File: src/rtl/sol_pkg.sv
package sol_pkg;
   typedef enum logic [2:0] {
      ST_HUNT = 3'd0,
      ST_W1   = 3'd1,
      ST_W2   = 3'd2,
      ST_W3   = 3'd3,
      ST_W4   = 3'd4
   } sync_st_t;
endpackage

File: src/rtl/solf_sync_hunt.sv
module solf_sync_hunt
   import sol_pkg::*;
#(
   parameter int WORD_W = 12
) (
   input  logic              clk,
   input  logic              rst_n,
   input  logic              en,
   input  logic [WORD_W-1:0] word,
   output logic              sol_stb,
   output logic              sol_first,
   output sync_st_t          state_o
);
   sync_st_t st_q, st_d;
   logic     is_ones, is_zero;

   assign is_ones = (word == {WORD_W{1'b1}});
   assign is_zero = (word == {WORD_W{1'b0}});
   assign state_o = st_q;

   always_comb begin
      st_d      = st_q;
      sol_stb   = 1'b0;
      sol_first = 1'b0;
      if (en) begin
         unique case (st_q)
            ST_HUNT: st_d = is_ones ? ST_W1 : ST_HUNT;
            ST_W1:   st_d = is_zero ? ST_W2 : (is_ones ? ST_W1 : ST_HUNT);
            ST_W2:   st_d = is_ones ? ST_W3 : ST_HUNT;
            ST_W3:   st_d = is_zero ? ST_W4 : (is_ones ? ST_W1 : ST_HUNT);
            ST_W4: begin
               st_d      = ST_HUNT;
               sol_stb   = is_ones | is_zero;
               sol_first = is_ones;
            end
            default: st_d = ST_HUNT;
         endcase
      end
   end

   always_ff @(posedge clk) begin
      if (!rst_n) st_q <= ST_HUNT;
      else        st_q <= st_d;
   end

   // a detected start returns the search to its beginning
   p_start_rearms_r2: assert property (@(posedge clk) disable iff (!rst_n)
      sol_stb |=> (st_q == ST_HUNT));
   // the search never advances on a word that is neither code value
   p_stray_word_r3: assert property (@(posedge clk) disable iff (!rst_n)
      (en && !is_ones && !is_zero) |=> (st_q == ST_HUNT));
endmodule

File: src/rtl/solf_line_ctrl.sv
module solf_line_ctrl #(
   parameter int PACK   = 4,
   parameter int LEN_W  = 14,
   parameter int LINE_W = 13,
   localparam int LANE_W = (PACK > 1) ? $clog2(PACK) : 1
) (
   input  logic              clk,
   input  logic              rst_n,
   input  logic              s_valid,
   input  logic [LEN_W-1:0]  line_len,
   input  logic              sol_stb,
   input  logic              sol_first,
   output logic              active_o,
   output logic              wr_o,
   output logic [LANE_W-1:0] lane_o,
   output logic              close_o,
   output logic              user_o,
   output logic              last_o,
   output logic [LINE_W-1:0] line_o
);
   logic              active_q;
   logic [LEN_W-1:0]  cnt_q;
   logic [LANE_W-1:0] lane_q;
   logic              first_beat_q;
   logic              frame_line_q;
   logic [LINE_W-1:0] line_q;
   logic              last_word, lane_full;

   assign wr_o      = active_q & s_valid;
   assign last_word = ({1'b0, cnt_q} + (LEN_W+1)'(1)) >= {1'b0, line_len};
   assign lane_full = (lane_q == LANE_W'(PACK-1));
   assign close_o   = wr_o & (lane_full | last_word);
   assign user_o    = first_beat_q & frame_line_q;
   assign last_o    = last_word;
   assign lane_o    = lane_q;
   assign active_o  = active_q;
   assign line_o    = line_q;

   always_ff @(posedge clk) begin
      if (!rst_n) begin
         active_q     <= 1'b0;
         cnt_q        <= '0;
         lane_q       <= '0;
         first_beat_q <= 1'b0;
         frame_line_q <= 1'b0;
         line_q       <= '0;
      end else if (!active_q) begin
         if (sol_stb) begin
            active_q     <= 1'b1;
            cnt_q        <= '0;
            lane_q       <= '0;
            first_beat_q <= 1'b1;
            frame_line_q <= sol_first;
            line_q       <= sol_first ? '0 : line_q + LINE_W'(1);
         end
      end else if (wr_o) begin
         cnt_q  <= cnt_q + LEN_W'(1);
         lane_q <= close_o ? '0 : lane_q + LANE_W'(1);
         if (close_o)   first_beat_q <= 1'b0;
         if (last_word) active_q     <= 1'b0;
      end
   end

   // the pixel count stays inside the programmed line
   p_cnt_bound_r6: assert property (@(posedge clk) disable iff (!rst_n)
      (active_q && line_len != '0) |-> (cnt_q < line_len));
   // lane pointer stays within the beat
   p_lane_bound_r5: assert property (@(posedge clk) disable iff (!rst_n)
      lane_q <= LANE_W'(PACK-1));
endmodule

File: src/rtl/solf_beat_pack.sv
module solf_beat_pack #(
   parameter int WORD_W = 12,
   parameter int PACK   = 4,
   parameter int LINE_W = 13,
   localparam int LANE_W = (PACK > 1) ? $clog2(PACK) : 1,
   localparam int DATA_W = WORD_W * PACK
) (
   input  logic              clk,
   input  logic              rst_n,
   input  logic              wr,
   input  logic [LANE_W-1:0] lane,
   input  logic [WORD_W-1:0] word,
   input  logic              close,
   input  logic              user,
   input  logic              last,
   input  logic [LINE_W-1:0] line,
   output logic              m_tvalid,
   output logic [DATA_W-1:0] m_tdata,
   output logic              m_tuser,
   output logic              m_tlast,
   output logic [LINE_W-1:0] m_line
);
   logic [DATA_W-1:0] beat_d;

   generate
      if (PACK == 1) begin : g_direct
         assign beat_d = word;
      end else begin : g_lanes
         for (genvar g = 0; g < PACK; g++) begin : g_lane
            logic [WORD_W-1:0] hold_q;
            always_ff @(posedge clk) begin
               if (!rst_n)                            hold_q <= '0;
               else if (wr && lane == LANE_W'(g))     hold_q <= word;
            end
            assign beat_d[g*WORD_W +: WORD_W] =
               (lane == LANE_W'(g)) ? word :
               ((LANE_W'(g) < lane) ? hold_q : '0);
         end
      end
   endgenerate

   always_ff @(posedge clk) begin
      if (!rst_n) begin
         m_tvalid <= 1'b0;
         m_tdata  <= '0;
         m_tuser  <= 1'b0;
         m_tlast  <= 1'b0;
         m_line   <= '0;
      end else begin
         m_tvalid <= close;
         m_tuser  <= close & user;
         m_tlast  <= close & last;
         if (close) begin
            m_tdata <= beat_d;
            m_line  <= line;
         end
      end
   end

   // line end marker only on a real beat
   p_last_on_beat_r6: assert property (@(posedge clk) disable iff (!rst_n)
      m_tlast |-> m_tvalid);
   // frame marker only on a real beat
   p_user_on_beat_r7: assert property (@(posedge clk) disable iff (!rst_n)
      m_tuser |-> m_tvalid);
endmodule

File: src/rtl/sol_framer.sv
module sol_framer
   import sol_pkg::*;
#(
   parameter int WORD_W = 12,
   parameter int PACK   = 4,
   parameter int LEN_W  = 14,
   parameter int LINE_W = 13,
   localparam int LANE_W = (PACK > 1) ? $clog2(PACK) : 1,
   localparam int DATA_W = WORD_W * PACK
) (
   input  logic              clk,
   input  logic              rst_n,
   input  logic              s_valid,
   input  logic [WORD_W-1:0] s_word,
   input  logic [LEN_W-1:0]  line_len,
   output logic              m_tvalid,
   output logic [DATA_W-1:0] m_tdata,
   output logic              m_tuser,
   output logic              m_tlast,
   output logic [LINE_W-1:0] m_line
);
   generate
      if (WORD_W < 2)  begin : g_bad_word $error("WORD_W must be at least 2"); end
      if (PACK < 1)    begin : g_bad_pack $error("PACK must be at least 1"); end
      if (LEN_W < 1)   begin : g_bad_len  $error("LEN_W must be at least 1"); end
      if (LINE_W < 1)  begin : g_bad_line $error("LINE_W must be at least 1"); end
   endgenerate

   logic              sol_stb, sol_first, active, wr, close, user, last;
   logic [LANE_W-1:0] lane;
   logic [LINE_W-1:0] line_idx;
   sync_st_t          det_state;

   solf_sync_hunt #(.WORD_W(WORD_W)) hunt_i (
      .clk(clk), .rst_n(rst_n), .en(s_valid & ~active), .word(s_word),
      .sol_stb(sol_stb), .sol_first(sol_first), .state_o(det_state));

   solf_line_ctrl #(.PACK(PACK), .LEN_W(LEN_W), .LINE_W(LINE_W)) ctrl_i (
      .clk(clk), .rst_n(rst_n), .s_valid(s_valid), .line_len(line_len),
      .sol_stb(sol_stb), .sol_first(sol_first), .active_o(active),
      .wr_o(wr), .lane_o(lane), .close_o(close), .user_o(user),
      .last_o(last), .line_o(line_idx));

   solf_beat_pack #(.WORD_W(WORD_W), .PACK(PACK), .LINE_W(LINE_W)) pack_i (
      .clk(clk), .rst_n(rst_n), .wr(wr), .lane(lane), .word(s_word),
      .close(close), .user(user), .last(last), .line(line_idx),
      .m_tvalid(m_tvalid), .m_tdata(m_tdata), .m_tuser(m_tuser),
      .m_tlast(m_tlast), .m_line(m_line));

   // the code search is parked while a line is active
   p_hunt_parked_r9: assert property (@(posedge clk) disable iff (!rst_n)
      active |-> (det_state == ST_HUNT));
   // every beat comes from a word taken inside an active line
   p_beat_from_line_r4: assert property (@(posedge clk) disable iff (!rst_n)
      m_tvalid |-> $past(active));
   // a line-end beat leaves the block outside the active window
   p_end_closes_r10: assert property (@(posedge clk) disable iff (!rst_n)
      m_tlast |-> !active);
endmodule

File: config.mk
export PLATFORM = sky130hd
export DESIGN_NAME = sol_framer
export DESIGN_NICKNAME = d
export VERILOG_FILES = /design/src/rtl/sol_pkg.sv /design/src/rtl/solf_sync_hunt.sv /design/src/rtl/solf_line_ctrl.sv /design/src/rtl/solf_beat_pack.sv /design/src/rtl/sol_framer.sv
export SDC_FILE = /design/constraint.sdc
export NUM_CORES = 1
export LEC_CHECK = 0
export BUFFER_PORTS_ARGS = -buffer_cell sky130_fd_sc_hd__buf_4
export CAP_MARGIN = 10
export CORE_MARGIN = 2
export CORE_UTILIZATION = 55
export CTS_CLUSTER_SIZE = 25
export DETAILED_ROUTE_END_ITERATION = 8
export MAX_ROUTING_LAYER = met4
export PLACE_DENSITY = 0.77
export SLEW_MARGIN = 20
export SYNTH_ARGS = -nofsm -noshare
export SYNTH_HDL_FRONTEND = slang
export SYNTH_SLANG_ARGS = --single-unit
File: constraint.sdc
create_clock -name clk -period 3.5 [get_ports clk]
set_input_delay 0.35 -clock clk [delete_from_list [all_inputs] [get_ports clk]]
set_output_delay 0.35 -clock clk [all_outputs]
set_load 0.03 [all_outputs]
==> qor.txt <==
clk buf depth: 2
hold wc startpoint: s_valid
setup violators final: 0
Congestion Overflow GR: 0
total routing usage reported by global routing: 0.279
Slew @ Worst Pin: 0.919 ns
largest net degree at the start of global routing: 57
Initial DRC Count: 459
DRT Pass-1 Iters: 5
Top Ports: 93
Mapped Area: 0.00645 mm^2
# H-tree levels: 4
max cap viols: 0
CORE AREA: 0.0114 mm^2
R2R Setup Slk: 0.34 ns
yosys warns: 0
first-pass GRT wire length: 28100 um
Layout Skew: 0.00959 ns
LEAKAGE: 2.87 nW
Post-Synthesis Cells: 826
Yosys top cell by area: dfxtp_1
Worst setup SP type: register
post-layout min period: 3.16 ns
maximum vdd drop: 0.385 mV
top_reg_cell synth: dfxtp_1
post-DP HPWL: 10800 um
Filler Cell Count: 947
commonest non-fill, non-tap cell in the layout: nand2_1
HP Class: input pin to register
TritonCTS clock tree: yes
RSZ-0062 raised after global routing: no
R2R depth: 11
share of post-route cells with drive strength above 1: 0.174
Post-route DRC: 0
syn_nets: 875
area of the die: 0.0126 mm^2
fmax: 0.316 GHz
vias in the first global route: 5914
vias: 6203
Total Power: 0.00347 W
Arr. time, crit path: 3.49 ns
CTS Sinks: 135
period utilization: 0.903
RR Startpoint: ctrl_i.cnt_q[0]$_SDFFE_PN0P_
post-route setup TNS: 0 ns
clock slew seen by the registers of the worst setup and hold paths: 0.06 ns
Worst Path Class, Setup: register to register
Hold EP: ctrl_i.active_o$_SDFF_PN0_
Crit. End Element: register
via density per instance: 6.03
Placer Congestion: 0.879
Crit Reg-Reg Endpoint: pack_i.m_tdata[2]$_SDFFE_PN0P_
Pwr per Cell Area: 451 mW/mm^2
die extent in y: 112 um
Min-Delay Path Depth: 2
final hold violations: 0
Synth cell types: 46
syn_area_per_cell: 7.81 um^2
crit-path max FO: 38
fin. max-slew vios: 0
Seq/Total Area, Yosys: 0.419
Initial Util: 0.565
Nets: 922
P&R area growth vs syn: 19.2%
Root Driver: clkbuf_16
num rows: 39
Synth top area share: 0.419
Post-synth ARST share: 0
# diodes: 0
Max transition margin: 0.385
commonest non-fill, non-tap cells in the layout: nand2_1 (191), dfxtp_1 (135), buf_4 (96)
die width: 112 um
Routed Antenna Nets: 0
Num CTS Buffers: 17
initial antenna violation count: 0
I/O Buffers: 92
Post-synth EDFFs: 0
postcts setup bufs: 0
outcome: finished clean
WL per Instance: 16.5 um
Synth area leaders: dfxtp_1 (42%), nand2_1 (11%), nand3_1 (6.8%)
WP data required: 3.83 ns
#FFs+latches synth: 135
beginning of the critical path: ctrl_i.cnt_q[0]$_SDFFE_PN0P_
overall routed net length: 17000 um
worst skew pair latency: 0.42 ns
## synth_stat cells, drive strengths merged (2+ instances only)
cell type  count
a211oi         2
nand4         25
mux2          12
nor4           3
and4           3
o311a          2
nor3           3
buf           33
inv           19
o21ai         43
and2           6
ha            20
a22oi          8
a22o          12
nor2          35
a32oi          2
nor4b          2
a21oi         54
dfxtp        135
a31oi         37
or3            5
nand3         91
xor2          14
xnor2         10
clkbuf        39
and3          11
nand2        191
## critical path, cell delays in order, from the launching register on
cell	delay [ns]
dfxtp_1	0.44
ha_1	0.29
nand3_2	0.17
xnor2_1	0.27
ha_1	0.30
nand4_1	0.14
nor2_1	0.07
o311ai_1	0.52
o311a_1	0.32
buf_12	0.22
nand3_1	0.12
a31oi_1	0.22
## state kept, by name, indices dropped and copies added (netlist names)
name,count
pack_i.m_tvalid,1
ctrl_i.cnt_q,14
ctrl_i.first_beat_q,1
ctrl_i.active_o,1
pack_i.g_lanes.g_lane.hold_q,36
pack_i.m_tdata,48
hunt_i.state_o,3
ctrl_i.line_o,13
pack_i.m_tlast,1
ctrl_i.frame_line_q,1
pack_i.m_line,13
pack_i.m_tuser,1
ctrl_i.lane_o,2
## metal layers
| layer | vias to the layer above | global-route usage | share of wire |
|---|---|---|---|
| met3 | 32 | 0.0643 | 0.077 |
| li1 | 2965 | - | - |
| met2 | 259 | 0.443 | 0.47 |
| met1 | 2947 | 0.352 | 0.43 |
| met4 | 0 | 0.0927 | 0.018 |
| met5 | - | - | 0 |
## power by group
part	leakage (nW)	switching [W]	total, W	internal (W)
Clock	0.290	0.000650	0.00182	0.00117
Sequential	1.09	0.00000000170	0.00154	0.00154
Combinational	1.50	0.0000708	0.000109	0.0000382
## worst max-delay path by stage
stage / end
finish: pack_i.m_tdata[2]$_SDFFE_PN0P_
floorplan: pack_i.m_tdata[32]$_SDFFE_PN0P_
detailed placement: pack_i.m_tdata[24]$_SDFFE_PN0P_
CTS: pack_i.m_tdata[2]$_SDFFE_PN0P_
global route: pack_i.m_tdata[20]$_SDFFE_PN0P_
global placement: pack_i.m_tdata[35]$_SDFFE_PN0P_
## kinds of logic after synthesis
| kind of cell | after synthesis | synth area share |
|---|---|---|
| simple gates | 378 | 0.269 |
| compound gates | 165 | 0.154 |
| xor+xnor | 24 | 0.0326 |
| mux | 13 | 0.0225 |
| flops | 135 | 0.419 |
| fa+ha+maj | 20 | 0.0388 |
| buf+inv | 91 | 0.0644 |
## per-stage QoR
step	instance area (um^2)	utilization	std cells	worst slack (ns)	hold slack (ns)
floorplan	6450	-	826	0.775	0.434
global placement	7080	0.620	997	0.404	0.439
detailed placement	7080	0.620	997	0.281	0.444
CTS	7680	0.673	1029	0.202	0.201
global route	7690	0.674	1029	0.0913	0.209
finish	7690	0.674	1029	0.339	0.209
## layout make-up
class                   count  area [um^2]  area share
clock inverters             8          120      0.0156
clock buffers              24          482      0.0626
inverters                  19         71.3     0.00927
repair buffers            100          792       0.103
multi-input cells         600         3350       0.435
well taps                 143          179      0.0233
flip-flops and latches    135         2700       0.351
## repair_timing
action	4_1_cts	5_1_grt
gates resized for setup	0	2
hold buffers	0	0
setup endpoints to repair	0	34
No activity file was read; power rests on OpenSTA's default activity.
